`src/rtl/rv_mul_pkg.sv`:
```
package rv_mul_pkg;

  typedef enum logic [1:0] {
    OP_LO    = 2'b00,
    OP_HI_SS = 2'b01,
    OP_HI_SU = 2'b10,
    OP_HI_UU = 2'b11
  } mul_op_e;

  // first operand read as signed
  function automatic logic a_is_signed(mul_op_e op);
    return (op == OP_HI_SS) || (op == OP_HI_SU);
  endfunction

  // second operand read as signed
  function automatic logic b_is_signed(mul_op_e op);
    return (op == OP_HI_SS);
  endfunction

  function automatic logic wants_high(mul_op_e op);
    return (op != OP_LO);
  endfunction

endpackage

```
`src/rtl/rv_mul_reset_sync.sv`:
```
module rv_mul_reset_sync (
  input  logic clk,
  input  logic rst_n_in,
  output logic rst_n_out
);

  logic [1:0] sync_q;

  always_ff @(posedge clk or negedge rst_n_in) begin
    if (!rst_n_in) sync_q <= 2'b00;
    else           sync_q <= {sync_q[0], 1'b1};
  end

  assign rst_n_out = sync_q[1];

endmodule

```
`src/rtl/rv_mul_operand_prep.sv`:
```
module rv_mul_operand_prep
  import rv_mul_pkg::*;
#(
  parameter int W = 32
) (
  input  mul_op_e        op,
  input  logic [W-1:0]   a,
  input  logic [W-1:0]   b,
  output logic [W-1:0]   mag_a,
  output logic [W-1:0]   mag_b,
  output logic           neg
);

  logic a_neg, b_neg;

  // sign (or zero) extension to W+1 bits reduces to a sign flag plus a
  // W-bit magnitude; the most negative value maps onto itself unsigned
  always_comb begin
    a_neg = a_is_signed(op) & a[W-1];
    b_neg = b_is_signed(op) & b[W-1];
    mag_a = a_neg ? (~a + W'(1)) : a;
    mag_b = b_neg ? (~b + W'(1)) : b;
    neg   = a_neg ^ b_neg;
  end

endmodule

```
`src/rtl/rv_mul_shift_add.sv`:
```
module rv_mul_shift_add #(
  parameter int W    = 32,
  parameter int STEP = 4
) (
  input  logic           clk,
  input  logic           rst_n,
  input  logic           load,
  input  logic [W-1:0]   mag_a,
  input  logic [W-1:0]   mag_b,
  output logic           busy,
  output logic           last_step,
  output logic [2*W-1:0] acc_next
);

  localparam int ITER = W / STEP;
  localparam int CW   = $clog2(ITER + 1);
  localparam int PW   = 2 * W;

  logic [PW-1:0] mcand_q, mcand_d;
  logic [W-1:0]  mplier_q, mplier_d;
  logic [PW-1:0] acc_q, acc_d;
  logic [CW-1:0] cnt_q, cnt_d;
  logic          busy_q, busy_d;
  logic          en;

  logic [PW-1:0] row [STEP];
  logic [PW-1:0] psum;

  // one partial-product row per multiplier bit handled this cycle
  for (genvar j = 0; j < STEP; j++) begin : g_row
    assign row[j] = mplier_q[j] ? (mcand_q << j) : '0;
  end

  always_comb begin
    psum = '0;
    for (int j = 0; j < STEP; j++) psum = psum + row[j];
  end

  assign last_step = busy_q && (cnt_q == CW'(1));
  assign acc_next  = acc_q + psum;

  always_comb begin
    mcand_d  = mcand_q;
    mplier_d = mplier_q;
    acc_d    = acc_q;
    cnt_d    = cnt_q;
    busy_d   = busy_q;
    en       = 1'b0;
    if (load && !busy_q) begin
      en       = 1'b1;
      mcand_d  = {{W{1'b0}}, mag_a};
      mplier_d = mag_b;
      acc_d    = '0;
      cnt_d    = CW'(ITER);
      busy_d   = 1'b1;
    end else if (busy_q) begin
      en       = 1'b1;
      mcand_d  = mcand_q << STEP;
      mplier_d = mplier_q >> STEP;
      acc_d    = acc_next;
      cnt_d    = cnt_q - CW'(1);
      busy_d   = (cnt_q != CW'(1));
    end
  end

  always_ff @(posedge clk or negedge rst_n) begin
    if (!rst_n) begin
      mcand_q  <= '0;
      mplier_q <= '0;
      acc_q    <= '0;
      cnt_q    <= '0;
      busy_q   <= 1'b0;
    end else if (en) begin
      mcand_q  <= mcand_d;
      mplier_q <= mplier_d;
      acc_q    <= acc_d;
      cnt_q    <= cnt_d;
      busy_q   <= busy_d;
    end
  end

  assign busy = busy_q;

endmodule

```
`src/rtl/rv_mul_result_select.sv`:
```
module rv_mul_result_select
  import rv_mul_pkg::*;
#(
  parameter int W = 32
) (
  input  mul_op_e        op,
  input  logic [2*W-1:0] mag_prod,
  input  logic           neg,
  output logic [W-1:0]   res
);

  logic [2*W-1:0] prod;

  always_comb begin
    prod = neg ? (~mag_prod + (2*W)'(1)) : mag_prod;
    res  = wants_high(op) ? prod[2*W-1:W] : prod[W-1:0];
  end

endmodule

```
`src/rtl/rv_mul_unit.sv`:
```
module rv_mul_unit
  import rv_mul_pkg::*;
#(
  parameter int XLEN      = 32,
  parameter int STEP_BITS = 4
) (
  input  logic            clk,
  input  logic            rst_n,
  input  logic            start,
  input  logic [1:0]      op,
  input  logic [XLEN-1:0] src_a,
  input  logic [XLEN-1:0] src_b,
  output logic            busy,
  output logic            done,
  output logic [XLEN-1:0] result
);

  logic            rst_core_n;
  mul_op_e         op_in, op_q, op_d;
  logic [XLEN-1:0] mag_a, mag_b, sel_res;
  logic            neg_in, neg_q, neg_d;
  logic            core_busy, last_step, accept;
  logic [2*XLEN-1:0] acc_next;
  logic [XLEN-1:0] result_q, result_d;
  logic            done_q, done_d;
  logic            en_ctx, en_res;

  assign op_in  = mul_op_e'(op);
  assign accept = start && !core_busy;

  rv_mul_reset_sync u_rst (
    .clk       (clk),
    .rst_n_in  (rst_n),
    .rst_n_out (rst_core_n)
  );

  rv_mul_operand_prep #(.W(XLEN)) u_prep (
    .op    (op_in),
    .a     (src_a),
    .b     (src_b),
    .mag_a (mag_a),
    .mag_b (mag_b),
    .neg   (neg_in)
  );

  rv_mul_shift_add #(.W(XLEN), .STEP(STEP_BITS)) u_core (
    .clk       (clk),
    .rst_n     (rst_core_n),
    .load      (accept),
    .mag_a     (mag_a),
    .mag_b     (mag_b),
    .busy      (core_busy),
    .last_step (last_step),
    .acc_next  (acc_next)
  );

  rv_mul_result_select #(.W(XLEN)) u_sel (
    .op       (op_q),
    .mag_prod (acc_next),
    .neg      (neg_q),
    .res      (sel_res)
  );

  always_comb begin
    en_ctx   = accept;
    op_d     = op_in;
    neg_d    = neg_in;
    en_res   = last_step;
    result_d = sel_res;
    done_d   = last_step;
  end

  always_ff @(posedge clk or negedge rst_core_n) begin
    if (!rst_core_n) begin
      op_q  <= OP_LO;
      neg_q <= 1'b0;
    end else if (en_ctx) begin
      op_q  <= op_d;
      neg_q <= neg_d;
    end
  end

  always_ff @(posedge clk or negedge rst_core_n) begin
    if (!rst_core_n) result_q <= '0;
    else if (en_res) result_q <= result_d;
  end

  always_ff @(posedge clk or negedge rst_core_n) begin
    if (!rst_core_n) done_q <= 1'b0;
    else             done_q <= done_d;
  end

  assign busy   = core_busy;
  assign done   = done_q;
  assign result = result_q;

endmodule


```
`config.mk`:
```
export PLATFORM = sky130hd
export DESIGN_NAME = rv_mul_unit
export DESIGN_NICKNAME = d
export VERILOG_FILES = /design/src/rtl/rv_mul_pkg.sv /design/src/rtl/rv_mul_reset_sync.sv /design/src/rtl/rv_mul_operand_prep.sv /design/src/rtl/rv_mul_shift_add.sv /design/src/rtl/rv_mul_result_select.sv /design/src/rtl/rv_mul_unit.sv
export SDC_FILE = /design/constraint.sdc
export NUM_CORES = 1
export LEC_CHECK = 0
export BUFFER_PORTS_ARGS = -buffer_cell sky130_fd_sc_hd__buf_4
export CAP_MARGIN = 20
export CORE_ASPECT_RATIO = 1.25
export CORE_UTILIZATION = 30
export DETAILED_ROUTE_END_ITERATION = 10
export GPL_ROUTABILITY_DRIVEN = 0
export PLACE_DENSITY = 0.55
export SLEW_MARGIN = 25
export SYNTH_ARGS = -nofsm -noshare
export SYNTH_HDL_FRONTEND = slang
export SYNTH_SLANG_ARGS = --single-unit
export TNS_END_PERCENT = 30
```
`constraint.sdc`:
```
create_clock -name clk -period 7.37 [get_ports clk]
set_input_delay 1.474 -clock clk [delete_from_list [all_inputs] [get_ports clk]]
set_output_delay 1.474 -clock clk [all_outputs]
set_load 0.05 [all_outputs]
```
==> results.md, run 1 <==
Yosys:
- Of the synthesized area, sequential elements account for 0.223.
- The multiplexer share of the synthesized area is 0.0122.
- The number of warnings printed during yosys synthesis is 0.
- The share of the synthesized area in compound gates (AO/OA/AOI/OAI) is 0.202.
- Among all flip-flop cells after synthesis, the most frequent one is dfrtp_1.
- Counting every net in the synthesized netlist gives 3123.
- For this run, asynchronously set or reset flops after synthesis account for 1.00.
- In this run the cell area of the synthesized design comes to 22800 sq um.
- The synthesized instance count is 2801.
- After synthesis, the netlist uses 106 different library cells.
- Of the total synthesized cell area, the portion taken by XOR and XNOR cells is 0.0454.
- The arithmetic-cell share of the synthesized area counting full adders, half adders and majority gates is 0.200.
- The number of synthesized flops with an enable pin is 0.
- Of the total synthesized cell area, the portion taken by AND, OR, NAND and NOR gates is 0.246.
- After synthesis the netlist holds a flip-flop and latch count of 203.
- After synthesis, the largest family of logic cells by area is simple AND/OR/NAND/NOR gates.
- Dividing the synthesized area by the synthesized cell count gives 8.12 sq um.

Floorplanning:
- After floorplanning, the core was sized to cover 74800 sq um.
- The floorplan die area is 77000 sq um.
- The number of core rows is 112.
- In this run the vertical extent of the chip is 310 um.
- In this run the count of I/O pins placed on the die edge is 103.
- The die width is 248 um.
- The initial core utilization is 0.304.

Power and ir drop:
- Of the total power, the clock network draws 0.103.
- The net switching power is 6.80 mW.
- The worst-case IR drop observed on VDD is 0.205 mV.
- The share of total power dissipated in combinational logic is 0.730.
- The total power is 12.2 mW.
- The switching power share of the total is 0.559.
- The power per unit of standard cell area is 480 nW/um^2.
- The internal power is 5.37 mW.
- The portion of total power attributed to sequential cells is 0.166.
- The analysis attributes to cell leakage a power of 11.3 nW.

Final layout:
- The cell area after layout is 25400 sq um.
- The number of antenna cells inserted is 0.
- The layout cell share with drive strength beyond 1 is 0.0945.
- At the end of the flow, the number of nets in the layout was 3152.
- Measured on the finished design, the core utilization comes to 0.339.
- The area growth from synthesis to layout is 11.5%.

Routing:
- Dividing the detail-routed wire length by the instance count gives 18.7 um.
- The routed layout has 19947 vias.
- The number of DRC violations after detailed routing is 0.
- The via density per instance is 5.23.
- The aggregate routed wire length is 71.2 mm.
- The number of detailed-routing iterations run before antenna repair is 6.
- Once detail routing completed, the nets flagged for antenna violations numbered 0.
- The iteration-0 DRC count of the detailed router is 1500.

Setup path:
- The kind of end point of the critical path is a flip-flop.
- At the worst endpoint, the required time is 7.84 ns.
- Of all nets on the critical path, the largest fanout is 43.
- The arrival time reported for the critical path endpoint is 7.23 ns.
- Traced cell by cell, the critical path runs through buf_4, and2_1, fa_1, fa_1, inv_1, fa_1, inv_1, ha_1, inv_1, fa_1, nor2b_4, o31ai_2, a211o_1, a31oi_1, xnor2_1, nand4_2, or2_2, nor3_1, nand4_1, nor4_2, nor3b_1, a211oi_1.
- The number of cells on the worst reg-to-reg path is 22.
- The critical path's slowest cell is xnor2_1.
- The kind of critical path is reg -> reg.
- The category of the worst setup path launch point is a flip-flop.
- Among the stages of the critical path, the cell type that occurs most often is fa_1.
- In this design, the stage delay of the slowest critical-path cell is 0.55 ns.

STA:
- The relative slew slack is 0.366.
- The shortest clock period the worst path allows after layout is 6.76 ns.
- On the final layout, the worst hold slack is 0.291 ns.
- The transition time of the tightest slew-check pin is 0.948 ns.
- Setup repair after global routing left no endpoint under its margin.
- The hold violation total from the final report is 0.
- The max-slew violation count is 0.
- The setup total negative slack is 0 ns.
- The clock tree skew after final layout is 0.00684 ns.
- Dividing the final minimum period by the clock period gives 0.917.
- The count of final setup violators is 0.
- Based on the critical path, the design can be clocked at up to 0.148 GHz.

Clock tree:
- The clock-pin slew on the worst setup and hold paths is 0.06 ns.
- For this design, the sink count on the clock tree is 203.
- The clock tree root buffer cell is clkbuf_16.
- Clock tree synthesis inserted a total of 25 buffers.
- The number of gates given a new drive strength after cts is 0.
- The clock latency on the worst-skew pair is 0.56 ns.
- Post-CTS timing repair inserted 0 buffers for setup.
- Counting along the longest clock path gives a buffer depth of 3.
- The maximum level of the CTS H-tree is 1.
- TritonCTS built the clock tree.
- In this run, post-CTS hold repair placed 0 buffers.

Place:
- The placed instance area is 24600 sq um.
- In this run the tool buffered the top-level ports with 102 buffer cells.
- The half-perimeter wire length after placement is 56.0 mm.

Outcome:
- The run finished with clean final reports.

Global route:
- The global-route wire length before repair is 115 mm.
- Entering global routing, the biggest net connects 209 pins.
- The global-route congestion overflow total is 0.
- The initial antenna violation count was 0.
- The global-route total usage across every layer is 0.187.
- The number of global-route vias before repair is 19828.

Hold path:
- The type of the most critical hold path is reg -> async.

Run:
- The reported max-cap violation count is 0.
[metrics by stage]
step / setup WS (ns) / cells
after floorplan: 1.19 / 2801
after global placement: 0.504 / 3772
after detailed placement: 0.407 / 3772
after CTS: 0.395 / 3817
after global routing: 0.0945 / 3817
final: 0.609 / 3817
[cells in the final DEF, fill, tap and decap left out, drive strengths merged, types with 62 or more instances in the layout]
master	synthesis	layout
nor2	132	132
inv	249	251
xor2	62	62
ha	69	69
a21oi	139	139
dfrtp	203	203
o21ai	269	269
nand2	357	357
o31ai	74	74
and2	252	252
fa	184	184
buf	35	161
[final cells by class]
cell class / instances / area, sq um
fill: 8019 / 49500
inverter: 250 / 938
clock inverter: 10 / 110
tap: 969 / 1210
sequential: 203 / 5090
clock buffer: 35 / 703
timing repair buffer: 161 / 1220
multi-input combinational: 2189 / 16100
[cell families after synthesis]
group,count (synthesis)
compound gates,709
xor+xnor,118
fa+ha+maj,253
buf+inv,409
flops,203
mux,27
other cells,1
simple gates,1081
[synthesized netlist by cell type, drive strengths merged (8+ instances only)]
master,n,share of area
a221oi,8,0.0038
and3,10,0.0028
or4,9,0.0030
or2,12,0.0034
and4,12,0.0047
o211ai,11,0.0042
nor3,53,0.012
inv,249,0.041
xnor2,56,0.022
o31ai,74,0.025
nor4,29,0.0092
a22o,26,0.010
a211o,12,0.0046
clkbuf,124,0.021
buf,35,0.0089
a21oi,139,0.032
xor2,62,0.024
ha,69,0.038
or3,38,0.011
nor2,132,0.022
nand4,39,0.011
a21o,21,0.0069
a31oi,16,0.0044
mux2i,21,0.0092
nand2,357,0.059
o21a,15,0.0049
nand2b,54,0.015
dfrtp,203,0.22
a211oi,31,0.012
o21ai,269,0.059
nand3,53,0.012
and2,252,0.069
fa,184,0.16
[worst max-delay path, delay by kind of cell, from the launching register on]
kind	cells	cell delay (ns)
simple gates	8	2.10
fa+ha+maj	5	1.98
compound gates	4	1.13
xor+xnor	1	0.55
buf+inv	4	0.52
flops	1	0.34
[registers in the layout (all words and copies together), names as in the netlist]
register         count
u_core.busy          1
neg_q                1
u_core.mplier_q     32
u_core.acc_q        64
u_core.cnt_q         4
u_core.mcand_q      64
result              32
op_q                 2
u_rst.sync_q         2
done                 1
[worst paths after layout]
path	slack [ns]	startpoint	to
min in group clk	0.35	u_rst.sync_q[0]	u_rst.sync_q[1]
max in group asynchronous	5.78	u_rst.sync_q[1]	u_core.busy
min	0.29	u_rst.sync_q[1]	u_core.mplier_q[9]
max	0.61	u_core.mplier_q[1]	result[31]
max reg2reg	0.61	u_core.mplier_q[1]	result[31]
min reg2reg	0.29	u_rst.sync_q[1]	u_core.mplier_q[9]
[power by group through the flow]
stage | Clock (mW) | Sequential, mW | Combinational, mW
2_1_floorplan | 0 | 2.16 | 5.79
3_5_place_dp | 0 | 2.05 | 8.75
5_1_grt | 1.34 | 2.10 | 9.71
6_report | 1.26 | 2.03 | 8.89
3_3_place_gp | 0 | 2.05 | 8.73
4_1_cts | 1.30 | 2.04 | 8.80
[per-layer routing]
layer / vias to the layer above / routed length [um] / GRT usage
met1: 9633 / 32200 / 0.258
li1: 9661 / - / -
met3: 106 / 4020 / 0.0247
met2: 547 / 33000 / 0.305
met5: - / 0 / 0
met4: 0 / 1940 / 0.0528
Note: power is estimated with default switching activity, not from simulation.
==> inputs of run 2 (changes only) <==
--- a/config.mk
+++ b/config.mk
@@ -11,6 +11,7 @@
 export CORE_UTILIZATION = 30
 export DETAILED_ROUTE_END_ITERATION = 10
 export GPL_ROUTABILITY_DRIVEN = 0
+export MAX_ROUTING_LAYER = met4
 export PLACE_DENSITY = 0.55
 export SLEW_MARGIN = 25
 export SYNTH_ARGS = -nofsm -noshare
==> results.md, run 2 (synthesized netlist as in run 1, its figures left out) <==
Floorplanning:
- The core footprint is 74800 sq um (unchanged).
- The number of core rows came to 112 (unchanged).
- The count of boundary I/O pins is 103 (unchanged).
- The die height was 310 um (unchanged).
- The initial core utilization is 0.304 (unchanged).
- The die width is 248 um (unchanged).
- The floorplan die area is 77000 sq um (unchanged).

Clock tree:
- The maximum level of the CTS H-tree is 1 (unchanged).
- The clock-pin slew on the worst setup and hold paths is 0.06 ns (about the same).
- TritonCTS built the clock tree.
- The clock latency on the worst-skew pair is 0.56 ns (about the same).
- The TritonCTS buffer count is 25 (unchanged).
- The cell sitting at the root of the clock tree is a clkbuf_16.
- The maximum buffer depth of the clock tree is 3 (unchanged).
- The clock sink total is 203 (unchanged).

Final layout:
- The area overhead of the layout relative to synthesis was 11.5% (unchanged).
- The number of nets in the layout was 3152 (unchanged).
- The largest registers in the layout are u_core.acc_q x64, u_core.mcand_q x64.
- In the layout the commonest cells are nand2_1 (356), o21ai_0 (263), and2_1 (252), inv_1 (249), dfrtp_1 (201).
- The library cell used most frequently in the layout, excluding fill and tap cells, is nand2_1.
- The final instance count without filler cells is 3817 (unchanged).
- The layout cell share with drive strength beyond 1 is 0.0945 (unchanged).
- The final design utilization came to 0.339 (unchanged).
- The cell area after layout is 25400 sq um (unchanged).
- The number of antenna cells inserted was 0 (unchanged).

STA:
- The relative slew slack is 0.373 (+0.00625).
- The hold violation total from the final report is 0 (unchanged).
- The transition time of the tightest slew-check pin is 0.939 ns (-0.00935 ns).
- The final worst hold slack is 0.294 ns (+0.00236 ns).
- The final critical-path setup slack is 0.580 ns (-0.0290 ns).
- The max-slew violation count was 0 (unchanged).
- The count of final setup violators is 0 (unchanged).
- Setup repair after global routing left no endpoint under its margin.
- The clock tree skew after final layout was 0.00709 ns (+0.000250 ns).
- The fmax is 0.147 GHz (-0.43%).
- The part of the cycle the worst path needs came to 0.921 (+0.00393).
- The setup total negative slack was 0 ns (unchanged).
- The shortest clock period the worst path allows after layout is 6.79 ns (+0.0290 ns).

Setup path:
- The highest cell delay on the worst timing path was 0.54 ns (about the same).
- Walking the worst path, the cells encountered are buf_4, buf_4, and2_1, fa_1, fa_1, inv_1, fa_1, inv_1, ha_1, nand4_1, or3_1, o221ai_1, o21ai_0, o221ai_1, nor2_1, nor3_1, buf_4, nor4b_1, nand4_1, nor4_2, nor3b_1, a211oi_1.
- The largest driver fanout on the critical path came to 36 (-16%).
- The worst setup path is captured at a flip-flop.
- The critical path's slowest cell is fa_1.
- The kind of critical path is reg -> reg.
- The worst-case register-to-register setup slack came to 0.58 ns (-0.03 ns).
- STA classifies the critical path startpoint as a flip-flop.
- The arrival time reported for the critical path endpoint came to 7.26 ns (+0.03 ns).
- The data required time of the critical path was 7.84 ns (about the same).

Routing:
- The number of DRC violations after detailed routing was 0 (unchanged).
- The number of detailed-routing iterations run before antenna repair is 8 (+2).
- The routed length per instance is 18.7 um (+0.11%).
- The number of nets with antenna violations after routing is 0 (unchanged).
- The via density per instance is 5.23 (about the same).
- The total via count after detailed routing is 19960 (+0.065%).
- The aggregate routed wire length is 71.3 mm (+0.11%).
- The iteration-0 DRC count of the detailed router was 1459 (-2.7%).

Run:
- The reported max-cap violation count was 0 (unchanged).

Global route:
- The initial antenna violation count is 0 (unchanged).
- The global-route total usage across every layer came to 0.193 (+0.00558).
- The global-route wire length before repair is 115 mm (about the same).
- The largest net degree at the start of global routing is 209 (unchanged).
- The global-route congestion overflow total is 0 (unchanged).
- The number of global-route vias before repair is 19817 (-0.055%).

Power and ir drop:
- The power per unit of standard cell area came to 480 nW/um^2 (about the same).
- The total power is 12.2 mW (about the same).
- The worst voltage drop across the vdd grid is 0.203 mV (-0.74%).
- The leakage power was 11.3 nW (unchanged).

Place:
- The half-perimeter wire length after placement was 56.0 mm (unchanged).
- The pre-CTS setup slack came to 0.407 ns (unchanged).
- The cell total after placement is 3772 (unchanged).
- The total of buffers placed on input and output ports is 102 (unchanged).
- The placed instance area came to 24600 sq um (unchanged).

Outcome:
- The flow ran to the end, and the final reports show no timing, DRC or antenna violations.

Hold path:
- The tightest min-delay check is of the reg -> async type.
-- run 2: cell type report --
class	count	area [sq um]
Fill cell	8019	49500
Multi-Input combinational cell	2189	16100
Sequential cell	203	5090
Timing Repair Buffer	161	1220
Tap cell	969	1210
Inverter	250	938
Clock buffer	35	703
Clock inverter	10	110
-- run 2: timing repair --
action                     4_1_cts  5_1_grt
setup endpoints to repair        0        3
setup buffers                    0        0
hold buffers                     0        0
resized for setup                0        1
-- run 2: worst max-delay path: cells and delay by family, from the launching register on --
family	cells	cell delay, ns
buffers and inverters	5	0.91
AOI/OAI and AO/OA	4	0.89
and+or+nand+nor	9	2.62
DFF	1	0.34
adders and majority gates	4	1.95
-- run 2: path summary, 6_finish.rpt --
| check | start | endpoint | cells past startpoint |
|---|---|---|---|
| max in group asynchronous | u_rst.sync_q[1] | u_core.busy | 1 |
| hold reg to reg | u_rst.sync_q[1] | u_core.mplier_q[9] | 0 |
| min in group clk | u_rst.sync_q[0] | u_rst.sync_q[1] | 0 |
| setup reg to reg | u_core.mplier_q[2] | result[31] | 22 |
| hold / removal | u_rst.sync_q[1] | u_core.mplier_q[9] | 0 |
| setup / recovery | u_core.mplier_q[2] | result[31] | 22 |
-- run 2: metal layers --
layer | GRT usage | wire length [um]
met2 | 0.305 | 33000
met5 | - | 0
met1 | 0.258 | 32700
met3 | 0.0251 | 3600
met4 | 0.0540 | 1960
-- run 2: power by group --
group	internal [mW]	leakage (nW)	switching, mW
logic	3.04	8.30	5.85
clock network	0.734	0.401	0.523
registers	1.60	2.59	0.429
total	5.37	11.3	6.80
